[config.mk]
export PLATFORM = sky130hd
export DESIGN_NAME = tuner_cfg_i2c
export DESIGN_NICKNAME = d
export VERILOG_FILES = /design/src/rtl/tcfg_pkg.sv /design/src/rtl/tcfg_bus_sync.sv /design/src/rtl/tcfg_regbank.sv /design/src/rtl/tuner_cfg_i2c.sv
export SDC_FILE = /design/constraint.sdc
export NUM_CORES = 1
export LEC_CHECK = 0
export BUFFER_PORTS_ARGS = -buffer_cell sky130_fd_sc_hd__buf_4
export CORE_UTILIZATION = 51
export DETAILED_ROUTE_END_ITERATION = 7
export PLACE_DENSITY = 0.85
export SYNTH_ARGS = -nofsm -noshare
export SYNTH_HDL_FRONTEND = slang
export SYNTH_HIERARCHICAL = 1
export SYNTH_SLANG_ARGS = --single-unit
[constraint.sdc]
create_clock -name clk -period 2.81 [get_ports clk]
set_clock_uncertainty 0.05 [all_clocks]
set_input_delay 0.4215 -clock clk [delete_from_list [all_inputs] [get_ports clk]]
set_output_delay 0.4215 -clock clk [all_outputs]
set_load 0.02 [all_outputs]
[src/rtl/tcfg_pkg.sv]
package tcfg_pkg;

  localparam int REG_W      = 8;
  localparam int PTR_W      = 4;
  localparam int CFG_COUNT  = 12;
  localparam int STAT_A_IDX = CFG_COUNT;
  localparam int STAT_B_IDX = CFG_COUNT + 1;
  localparam int LAST_IDX   = STAT_B_IDX;

  typedef enum logic [3:0] {
    ST_IDLE,
    ST_ADDR,
    ST_ADDR_ACK,
    ST_PTR,
    ST_PTR_ACK,
    ST_WDATA,
    ST_WDATA_ACK,
    ST_RDATA,
    ST_RACK,
    ST_IGNORE
  } bus_st_t;

  // reset value of each writable register
  function automatic logic [REG_W-1:0] cfg_default(input int idx);
    case (idx)
      0:       return 8'h03;   // divider high bits (950 = 0x3B6)
      1:       return 8'hB6;   // divider low byte
      5:       return 8'h04;   // reference divide 4, crystal out divide 1
      6:       return 8'hC0;   // LO divide 4, current set by search
      7:       return 8'hCC;   // band 11001, search enabled
      8:       return 8'h4B;   // filter corner
      default: return 8'h00;
    endcase
  endfunction

  // pointer step with wrap after the last status register
  function automatic logic [PTR_W-1:0] ptr_next(input logic [PTR_W-1:0] p);
    if (p >= PTR_W'(LAST_IDX)) return '0;
    return p + 1'b1;
  endfunction

  // address derived from the base and the strap
  function automatic logic [6:0] dev_addr(input logic [6:0] base, input logic sel);
    return {base[6:1], base[0] | sel};
  endfunction

endpackage

[src/rtl/tcfg_bus_sync.sv]
module tcfg_bus_sync #(
  parameter int SYNC_LEN = 2
) (
  input  logic clk,
  input  logic rst_n,
  input  logic scl_i,
  input  logic sda_i,
  output logic scl_s,
  output logic sda_s,
  output logic scl_rise,
  output logic scl_fall,
  output logic start_det,
  output logic stop_det
);

  logic [SYNC_LEN-1:0] scl_sh, sda_sh;
  logic scl_p, sda_p;

  always_ff @(posedge clk or negedge rst_n) begin
    if (!rst_n) begin
      scl_sh <= '1;
      sda_sh <= '1;
      scl_p  <= 1'b1;
      sda_p  <= 1'b1;
    end else begin
      scl_sh <= {scl_sh[SYNC_LEN-2:0], scl_i};
      sda_sh <= {sda_sh[SYNC_LEN-2:0], sda_i};
      scl_p  <= scl_s;
      sda_p  <= sda_s;
    end
  end

  assign scl_s     = scl_sh[SYNC_LEN-1];
  assign sda_s     = sda_sh[SYNC_LEN-1];
  assign scl_rise  = scl_s & ~scl_p;
  assign scl_fall  = ~scl_s & scl_p;
  assign start_det = scl_s & scl_p & sda_p & ~sda_s;
  assign stop_det  = scl_s & scl_p & ~sda_p & sda_s;

endmodule

[src/rtl/tcfg_regbank.sv]
module tcfg_regbank
  import tcfg_pkg::*;
#(
  parameter int NUM_CFG  = CFG_COUNT,
  parameter int TUNE_IDX = 1
) (
  input  logic                     clk,
  input  logic                     rst_n,
  input  logic                     wr_stb,
  input  logic [PTR_W-1:0]         wr_addr,
  input  logic [REG_W-1:0]         wr_data,
  input  logic [PTR_W-1:0]         rd_addr,
  output logic [REG_W-1:0]         rd_data,
  input  logic [6:0]               stat_a,
  input  logic [REG_W-1:0]         stat_b,
  input  logic                     por_clr,
  output logic                     por_flag,
  output logic                     tune_pulse,
  output logic [NUM_CFG*REG_W-1:0] cfg_flat
);

  logic [REG_W-1:0] regs [NUM_CFG];

  for (genvar i = 0; i < NUM_CFG; i++) begin : g_reg
    always_ff @(posedge clk or negedge rst_n) begin
      if (!rst_n)                              regs[i] <= cfg_default(i);
      else if (wr_stb && wr_addr == PTR_W'(i)) regs[i] <= wr_data;
    end
    assign cfg_flat[i*REG_W +: REG_W] = regs[i];
  end

  always_ff @(posedge clk or negedge rst_n) begin
    if (!rst_n) begin
      por_flag   <= 1'b1;
      tune_pulse <= 1'b0;
    end else begin
      if (por_clr) por_flag <= 1'b0;
      tune_pulse <= wr_stb && (wr_addr == PTR_W'(TUNE_IDX));
    end
  end

  always_comb begin
    rd_data = '0;
    if (rd_addr < PTR_W'(NUM_CFG))            rd_data = regs[rd_addr];
    else if (rd_addr == PTR_W'(STAT_A_IDX))   rd_data = {por_flag, stat_a};
    else if (rd_addr == PTR_W'(STAT_B_IDX))   rd_data = stat_b;
  end

  AST_POR_NEVER_RISES: assert property (@(posedge clk) disable iff (!rst_n)
    !$rose(por_flag));
  AST_TUNE_ONE_CYCLE: assert property (@(posedge clk) disable iff (!rst_n)
    tune_pulse |=> !tune_pulse);
  AST_TUNE_CARRIES_DATA: assert property (@(posedge clk) disable iff (!rst_n)
    tune_pulse |-> regs[TUNE_IDX] == $past(wr_data));
  AST_CFG_ONLY_ON_WRITE: assert property (@(posedge clk) disable iff (!rst_n)
    !$stable(cfg_flat) |-> $past(wr_stb));

endmodule

[src/rtl/tuner_cfg_i2c.sv]
module tuner_cfg_i2c
  import tcfg_pkg::*;
#(
  parameter logic [6:0] BASE_ADDR = 7'b1100000,
  parameter int         SYNC_LEN  = 2,
  parameter int         NUM_CFG   = CFG_COUNT,
  parameter int         TUNE_IDX  = 1
) (
  input  logic                     clk,
  input  logic                     rst_n,
  input  logic                     scl_i,
  input  logic                     sda_i,
  output logic                     sda_oe,
  input  logic                     addr_sel,
  input  logic [6:0]               stat_a_i,
  input  logic [REG_W-1:0]         stat_b_i,
  output logic [NUM_CFG*REG_W-1:0] cfg_o,
  output logic                     tune_o
);

  localparam int CNT_W = 4;

  logic scl_s, sda_s, scl_rise, scl_fall, start_det, stop_det;

  tcfg_bus_sync #(.SYNC_LEN(SYNC_LEN)) u_sync (
    .clk       (clk),
    .rst_n     (rst_n),
    .scl_i     (scl_i),
    .sda_i     (sda_i),
    .scl_s     (scl_s),
    .sda_s     (sda_s),
    .scl_rise  (scl_rise),
    .scl_fall  (scl_fall),
    .start_det (start_det),
    .stop_det  (stop_det)
  );

  bus_st_t          st;
  logic [CNT_W-1:0] cnt;
  logic [REG_W-1:0] rx_sh, tx_sh, rd_data;
  logic [PTR_W-1:0] ptr;
  logic             oe_q, rnw, m_nack, stat_seen, por_flag;

  // named internal events
  logic byte_done, addr_hit, wr_stb, por_clr;
  assign byte_done = scl_fall && (cnt == CNT_W'(8));
  assign addr_hit  = rx_sh[7:1] == dev_addr(BASE_ADDR, addr_sel);
  assign wr_stb    = (st == ST_WDATA) && byte_done;
  assign por_clr   = stop_det && stat_seen;

  tcfg_regbank #(.NUM_CFG(NUM_CFG), .TUNE_IDX(TUNE_IDX)) u_bank (
    .clk        (clk),
    .rst_n      (rst_n),
    .wr_stb     (wr_stb),
    .wr_addr    (ptr),
    .wr_data    (rx_sh),
    .rd_addr    (ptr),
    .rd_data    (rd_data),
    .stat_a     (stat_a_i),
    .stat_b     (stat_b_i),
    .por_clr    (por_clr),
    .por_flag   (por_flag),
    .tune_pulse (tune_o),
    .cfg_flat   (cfg_o)
  );

  always_ff @(posedge clk or negedge rst_n) begin
    if (!rst_n) begin
      st        <= ST_IDLE;
      cnt       <= '0;
      rx_sh     <= '0;
      tx_sh     <= '0;
      ptr       <= '0;
      oe_q      <= 1'b0;
      rnw       <= 1'b0;
      m_nack    <= 1'b0;
      stat_seen <= 1'b0;
    end else if (start_det) begin
      st   <= ST_ADDR;
      cnt  <= '0;
      oe_q <= 1'b0;
    end else if (stop_det) begin
      st        <= ST_IDLE;
      cnt       <= '0;
      oe_q      <= 1'b0;
      stat_seen <= 1'b0;
    end else begin
      case (st)
        ST_ADDR, ST_PTR, ST_WDATA: begin
          if (scl_rise && cnt < CNT_W'(8)) begin
            rx_sh <= {rx_sh[6:0], sda_s};
            cnt   <= cnt + 1'b1;
          end else if (byte_done) begin
            cnt <= '0;
            if (st == ST_ADDR) begin
              if (addr_hit) begin
                oe_q <= 1'b1;
                rnw  <= rx_sh[0];
                st   <= ST_ADDR_ACK;
              end else begin
                st <= ST_IGNORE;
              end
            end else if (st == ST_PTR) begin
              ptr  <= rx_sh[PTR_W-1:0];
              oe_q <= 1'b1;
              st   <= ST_PTR_ACK;
            end else begin
              ptr  <= ptr_next(ptr);
              oe_q <= 1'b1;
              st   <= ST_WDATA_ACK;
            end
          end
        end
        ST_ADDR_ACK: begin
          if (scl_fall) begin
            if (rnw) begin
              tx_sh <= rd_data;
              oe_q  <= ~rd_data[7];
              ptr   <= ptr_next(ptr);
              if (ptr == PTR_W'(STAT_A_IDX)) stat_seen <= 1'b1;
              st    <= ST_RDATA;
            end else begin
              oe_q <= 1'b0;
              st   <= ST_PTR;
            end
          end
        end
        ST_PTR_ACK, ST_WDATA_ACK: begin
          if (scl_fall) begin
            oe_q <= 1'b0;
            st   <= ST_WDATA;
          end
        end
        ST_RDATA: begin
          if (scl_fall) begin
            if (cnt == CNT_W'(7)) begin
              oe_q <= 1'b0;
              cnt  <= '0;
              st   <= ST_RACK;
            end else begin
              tx_sh <= {tx_sh[6:0], 1'b0};
              oe_q  <= ~tx_sh[6];
              cnt   <= cnt + 1'b1;
            end
          end
        end
        ST_RACK: begin
          if (scl_rise) begin
            m_nack <= sda_s;
          end else if (scl_fall) begin
            if (!m_nack) begin
              tx_sh <= rd_data;
              oe_q  <= ~rd_data[7];
              ptr   <= ptr_next(ptr);
              if (ptr == PTR_W'(STAT_A_IDX)) stat_seen <= 1'b1;
              st    <= ST_RDATA;
            end else begin
              st <= ST_IGNORE;
            end
          end
        end
        default: ;
      endcase
    end
  end

  assign sda_oe = oe_q;

  AST_QUIET_WHEN_UNSELECTED: assert property (@(posedge clk) disable iff (!rst_n)
    (st == ST_IDLE || st == ST_IGNORE) |-> !sda_oe);
  AST_SDA_MOVES_SCL_LOW: assert property (@(posedge clk) disable iff (!rst_n)
    (!$stable(sda_oe) && !$past(start_det) && !$past(stop_det)) |-> !$past(scl_s));
  AST_POR_CLEARS_AT_STOP: assert property (@(posedge clk) disable iff (!rst_n)
    $fell(por_flag) |-> $past(stop_det));
  AST_WRITE_IN_SCL_LOW: assert property (@(posedge clk) disable iff (!rst_n)
    wr_stb |-> !scl_s);

endmodule

==> flow_metrics.py, run 1 <==
metrics = {
    "outcome": {
        "status": "completed",
    },
    "clock_tree": {
        "cts_tree": "yes",
        "clockRootBuffer": "clkbuf_16",
        "cts_buffer_depth": 2,
        "clk_pin_slew_worst_paths_ns": 0.06,
        "cts_sinks": 135,
        "cts_buffers": 17,
        "clk_latency_ns": 0.42,
        "h-tree-depth": 4,
    },
    "sta": {
        "min_period_ns": 2.68,
        "hold_viol": 0,
        "slew_viol_final": 0,
        "tightest_slew_ns": 0.674,
        "relSlewSlack": 0.551,
        "rsz0062_at_grt": "no",
        "setup_tns_ns": 0,
        "setup_violations": 0,
        "min_period_over_period": 0.954,
        "setup_slack_ns": 0.129,
        "timing.fmax_mhz": 373,
    },
    "placement": {
        "gp_congestion": 0.953,
        "placedCellCount": 809,
        "dp_hpwl_mm": 13.2,
        "port_buffers": 117,
        "dp_slack_ns": 0.0484,
    },
    "critical_path": {
        "cp_max_fo": 8,
        "start_kind": "register",
        "worstSetupPathType": "reg -> reg",
        "critPathMaxStageDelay_ns": 0.58,
        "crit_slowest_cell": "or3_1",
        "worst_setup_path_end_kind": "register",
        "required_ns": 3.06,
        "crit_chain": "nor2b_1 > nand4b_1 > nor4_4 > nand3b_4 > or3_1 > mux2_4",
        "critPathArrivalTime_ns": 2.93,
    },
    "detailed_routing": {
        "via_per_inst": 6.07,
        "detail-route-antenna-nets": 0,
        "post-route-drc-count": 0,
        "wl_mm": 19.2,
        "drtPass1Iterations": 5,
        "vias": 5108,
        "wl_per_cell_um": 22.8,
        "dr.first_iter.drc_count": 418,
    },
    "yosys": {
        "synthDistinctLibCells": 69,
        "yosys_warnings": 6,
        "synthTopCellsByArea": "dfrtp_1 40%, mux2_2 18%, dfstp_2 9.5%",
        "syn_inst": 521,
        "synth_nets": 547,
        "async_reset_ff_frac": 1.00,
        "synth_edf_count": 0,
        "synth_top_cell_area_share": 0.400,
        "avgSynthCellArea_um2": 13.2,
        "yosysTopAreaCell": "dfrtp_1",
        "seq_area_frac_synth": 0.496,
        "synth.cell_area_um2": 6880,
        "synth-seq-cells": 135,
        "synth-main-ff-cell": "dfrtp_1",
    },
    "global_route": {
        "use_met3": 0.0811,
        "busiest_layer": "met2",
        "grt_max_degree": 46,
        "overflow": 0,
        "grt_usage": 0.291,
        "grt_pass1_wl_mm": 30.5,
        "grt_pass1_vias": 5300,
        "gr-usage-met2": 0.469,
        "antenna_found_initial": 0,
        "globalRouteMet1Util": 0.374,
    },
    "layout": {
        "layout-drive-gt1-share": 0.548,
        "final_core_util": 0.655,
        "finalNonFillerCells": 842,
        "num-nets-final": 679,
        "diodes": 0,
        "area_growth_pct": 25.5,
    },
    "pwr": {
        "p_switching_mw": 2.41,
        "clockPowerShare": 0.331,
        "p_int_mw": 4.37,
        "p_comb_frac": 0.283,
        "p_seq_frac": 0.387,
        "power_density_nw_per_um2": 785,
        "p_total_mw": 6.78,
        "ir_drop_v": 0.000497,
        "switching_share": 0.355,
        "power_leakage_nw": 4.19,
    },
    "worst_hold_path": {
        "worst_hold_path_type": "in -> reg",
    },
    "floorplan": {
        "fp.dieW_um": 118,
        "initial_core_util": 0.522,
        "core-area_um2": 13200,
        "io_pins": 118,
        "dieHeight_um": 118,
        "fp-row-count": 42,
        "die_area_um2": 14000,
    },
    "job": {
        "maxCapViolCount": 0,
    },
}
[synthesized netlist by cell type (3+ instances only)]
library cell    n
nand3_1         5
mux2i_1         3
nor2_2          6
o21ai_0        10
buf_2          13
clkbuf_1       12
a22oi_1         9
dfrtp_1       110
ha_1            6
nor2b_1         8
dfstp_2        25
and2_1          4
buf_6           5
a21oi_1        17
mux2_2        113
inv_1          12
mux2_4          8
o22ai_1         9
nor2_1         12
nand2_1        30
nor3_1          4
mux4_2         24
nand2b_1       13
or2_2           3
[power groups by stage]
stage / Combinational, mW / Sequential (mW) / Clock [mW]
3_5_place_dp: 1.87 / 2.63 / 0
3_3_place_gp: 1.80 / 2.60 / 0
4_1_cts: 1.89 / 2.61 / 2.27
5_1_grt: 2.08 / 2.66 / 2.35
6_report: 1.92 / 2.62 / 2.24
2_1_floorplan: 1.57 / 2.32 / 0
[critical path: cells and delay by family, from the launching register on]
kind / cells / cell delay [ns]
AND/OR/NAND/NOR: 5 / 1.57
flip-flops: 1 / 0.55
multiplexers: 1 / 0.38
[through the flow]
step / hold slack [ns] / cell area (um^2)
floorplan: 0.0759 / 6880
global placement: 0.296 / 8020
detailed placement: 0.297 / 8020
global route: 0.0375 / 8630
finish: 0.0540 / 8630
CTS: 0.0393 / 8630
[layer usage]
layer	up-vias	share of wire	routed length, um
li1	2200	-	-
met1	2629	0.40	7650
met2	232	0.50	9540
met3	47	0.077	1490
met4	0	0.029	564
met5	-	0	0
[flip-flops by register name, indices dropped and copies added (netlist names), 2 cells and up]
name	count
tx_sh	7
u_bank/cfg_flat	96
ptr	4
u_sync/scl_sh	2
u_sync/sda_sh	2
cnt	4
st	4
rx_sh	8
[cell type report]
cell class,instances,area [um^2]
Clock buffer,20,457
Clock inverter,12,143
Fill cell,931,4560
Inverter,12,45.0
Multi-Input combinational cell,342,3260
Sequential cell,135,3410
Tap cell,176,220
Timing Repair Buffer,145,1100
[path summary, 6_finish.rpt]
path,start,cells after the start,to,slack (ns)
worst min-delay path,sda_i,1,u_sync/sda_sh[0],0.05
worst max register to register,u_sync/scl_p,6,u_bank/cfg_flat[69],0.13
max in group asynchronous,rst_n,3,u_bank/cfg_flat[0],1.38
worst max-delay path,u_sync/scl_p,6,u_bank/cfg_flat[69],0.13
worst min register to register,u_sync/scl_sh[0],0,u_sync/scl_sh[1],0.31
min in group asynchronous,rst_n,2,u_bank/cfg_flat[88],0.51
[cells in the final DEF, fill, tap and decap left out, types with 4 or more instances in the layout]
cell type  instances
clkbuf_16         17
mux4_2            24
ha_1               6
inv_1             12
dfstp_2           25
a21oi_1           17
nand2_1           30
mux2_2           113
dfrtp_1          109
nor3_1             4
nor2_1            12
buf_4            143
nor2b_1            8
nand2b_1          13
a22oi_1            9
nor2_2             6
and2_1             4
o22ai_1            9
o21ai_0           10
mux2_4             8
nand3_1            5
[cells by family (layout without fill, tap and decap cells)]
| kind of cell | Yosys count | after routing | share of synthesized area |
|---|---|---|---|
| mux | 149 | 149 | 0.287 |
| xor+xnor | 2 | 2 | 0.00255 |
| compound gates | 71 | 71 | 0.0715 |
| fa+ha+maj | 6 | 6 | 0.0109 |
| buf+inv | 44 | 189 | 0.0324 |
| flops | 135 | 135 | 0.496 |
| simple gates | 114 | 114 | 0.100 |
[timing repair]
action,4_1_cts,5_1_grt
setup endpoints to repair,0,63
gates resized for setup,0,1
hold buffers,1,0
buffers inserted,0,0
endpoints found under the hold margin,28,0
Note: power is estimated with default switching activity, not from simulation.
==> run 2: changes to the inputs <==
Settings changed: CORE_UTILIZATION 51 to 56, PLACE_DENSITY 0.85 to 0.89.
Clock period 2.81 ns to 2.77 ns, I/O delays scaled along.
==> run 2 against run 1 <==
- flip-flop and latch count is the same
- critical path depth grew 1
- die area shrank 8.8%
- critical endpoint is now u_bank/cfg_flat[30]
==> flow_metrics.py, run 2 (synthesized netlist as in run 1, its figures left out) <==
metrics = {
    "critical_path": {
        "path_delay_family": "simple AND/OR/NAND/NOR gates",
        "required_ns": 3.03,
        "worst_setup_path_end_kind": "register",
        "cp_max_fo": 8,
        "critPathArrivalTime_ns": 2.80,
        "start_kind": "register",
        "crit_chain": "nor2b_1 > nand4b_1 > nor4_2 > buf_4 > nor3b_2 > and3_1 > mux2_2",
        "crit_slowest_cell": "dfstp_2",
        "worst-path-stages": 7,
        "r2r_setup_slack_ns": 0.22,
        "reg2reg_depth": 7,
        "worstSetupPathType": "reg -> reg",
        "critPathMaxStageDelay_ns": 0.54,
        "crit_buf_inv": 1,
    },
    "floorplan": {
        "io_pins": 118,
        "fp-row-count": 40,
        "die_area_um2": 12700,
        "initial_core_util": 0.573,
        "dieHeight_um": 113,
        "fp.dieW_um": 113,
        "core-area_um2": 12000,
    },
    "clock_tree": {
        "clockRootBuffer": "clkbuf_16",
        "cts_buffers": 17,
        "h-tree-depth": 4,
        "hold_buffers": 1,
        "cts_setup_buffers": 0,
        "clk_latency_ns": 0.43,
        "cts_tree": "yes",
        "clk_pin_slew_worst_paths_ns": 0.06,
        "ctsResizeCount": 0,
        "cts_buffer_depth": 2,
        "cts_sinks": 135,
    },
    "layout": {
        "diodes": 0,
        "final_cell_mix": "145 x buf_4, 113 x mux2_2, 109 x dfrtp_1",
        "final_common_cell": "buf_4",
        "layout-drive-gt1-share": 0.552,
        "largest_reg_flops": 96,
        "num-nets-final": 682,
        "finalNonFillerCells": 816,
        "area_growth_pct": 25.4,
    },
    "global_route": {
        "overflow": 0,
        "grt_max_degree": 68,
        "grt_pass1_wl_mm": 30.9,
        "grt_usage": 0.326,
        "grt_pass1_vias": 5455,
        "antenna_found_initial": 0,
    },
    "sta": {
        "setup_violations": 0,
        "slew_viol_final": 0,
        "relSlewSlack": 0.501,
        "setup_tns_ns": 0,
        "min_period_over_period": 0.919,
        "min_period_ns": 2.55,
        "rsz0062_at_grt": "no",
        "tightest_slew_ns": 0.748,
        "hold_viol": 0,
        "timing.fmax_mhz": 393,
    },
    "pwr": {
        "power_leakage_nw": 4.21,
        "ir_drop_v": 0.000462,
        "power_density_nw_per_um2": 808,
    },
    "job": {
        "maxCapViolCount": 0,
    },
    "detailed_routing": {
        "wl_mm": 19.7,
        "post-route-drc-count": 0,
        "wl_per_cell_um": 24.2,
        "drtPass1Iterations": 5,
        "via_per_inst": 6.40,
        "dr.first_iter.drc_count": 663,
        "detail-route-antenna-nets": 0,
        "vias": 5221,
    },
    "worst_hold_path": {
        "worst_hold_path_type": "in -> reg",
        "holdPathStages": 1,
    },
    "placement": {
        "gp_congestion": 0.879,
        "placedCellCount": 783,
        "dp_hpwl_mm": 13.1,
        "port_buffers": 117,
    },
    "outcome": {
        "status": "completed",
    },
}
==> run 2: area by class of cell <==
cell class                      count  area [um^2]
Multi-Input combinational cell    342         3250
Clock buffer                       19          453
Inverter                           12         45.0
Fill cell                         779         3390
Timing Repair Buffer              148         1140
Tap cell                          147          184
Sequential cell                   135         3410
Clock inverter                     13          145
==> run 2: metrics by stage <==
stage	worst slack (ns)	total power, mW	hold WS, ns	util	cell area, um^2
2_1_floorplan	0.0832	3.95	0.0699	-	6880
6_report	0.224	6.97	0.0505	0.718	8620
4_1_cts	0.222	6.92	0.0411	0.718	8620
3_5_place_dp	0.243	4.58	0.303	0.667	8020
5_1_grt	0.0710	7.23	0.0387	0.718	8620
3_3_place_gp	0.334	4.49	0.299	0.667	8020
==> run 2: report_power, final <==
part	internal [mW]	total (mW)	switching, mW
Combinational	0.923	2.02	1.10
Sequential	2.14	2.63	0.490
Clock	1.38	2.31	0.924
Total	4.45	6.97	2.52
==> run 2: worst paths after layout <==
check,from,end
setup / recovery,u_sync/scl_p,u_bank/cfg_flat[30]
hold / removal,sda_i,u_sync/sda_sh[0]
setup reg to reg,u_sync/scl_p,u_bank/cfg_flat[30]
hold reg to reg,u_sync/scl_sh[0],u_sync/scl_sh[1]
max in group asynchronous,rst_n,u_bank/cfg_flat[54]
min in group asynchronous,rst_n,st[3]
==> run 2: metal layers <==
layer  routed length (um)  share of wire  global-route usage
met5                    0              0                   0
met2                 9690           0.49               0.518
met1                 7750           0.39               0.422
met4                  722          0.037               0.164
met3                 1540          0.078              0.0771
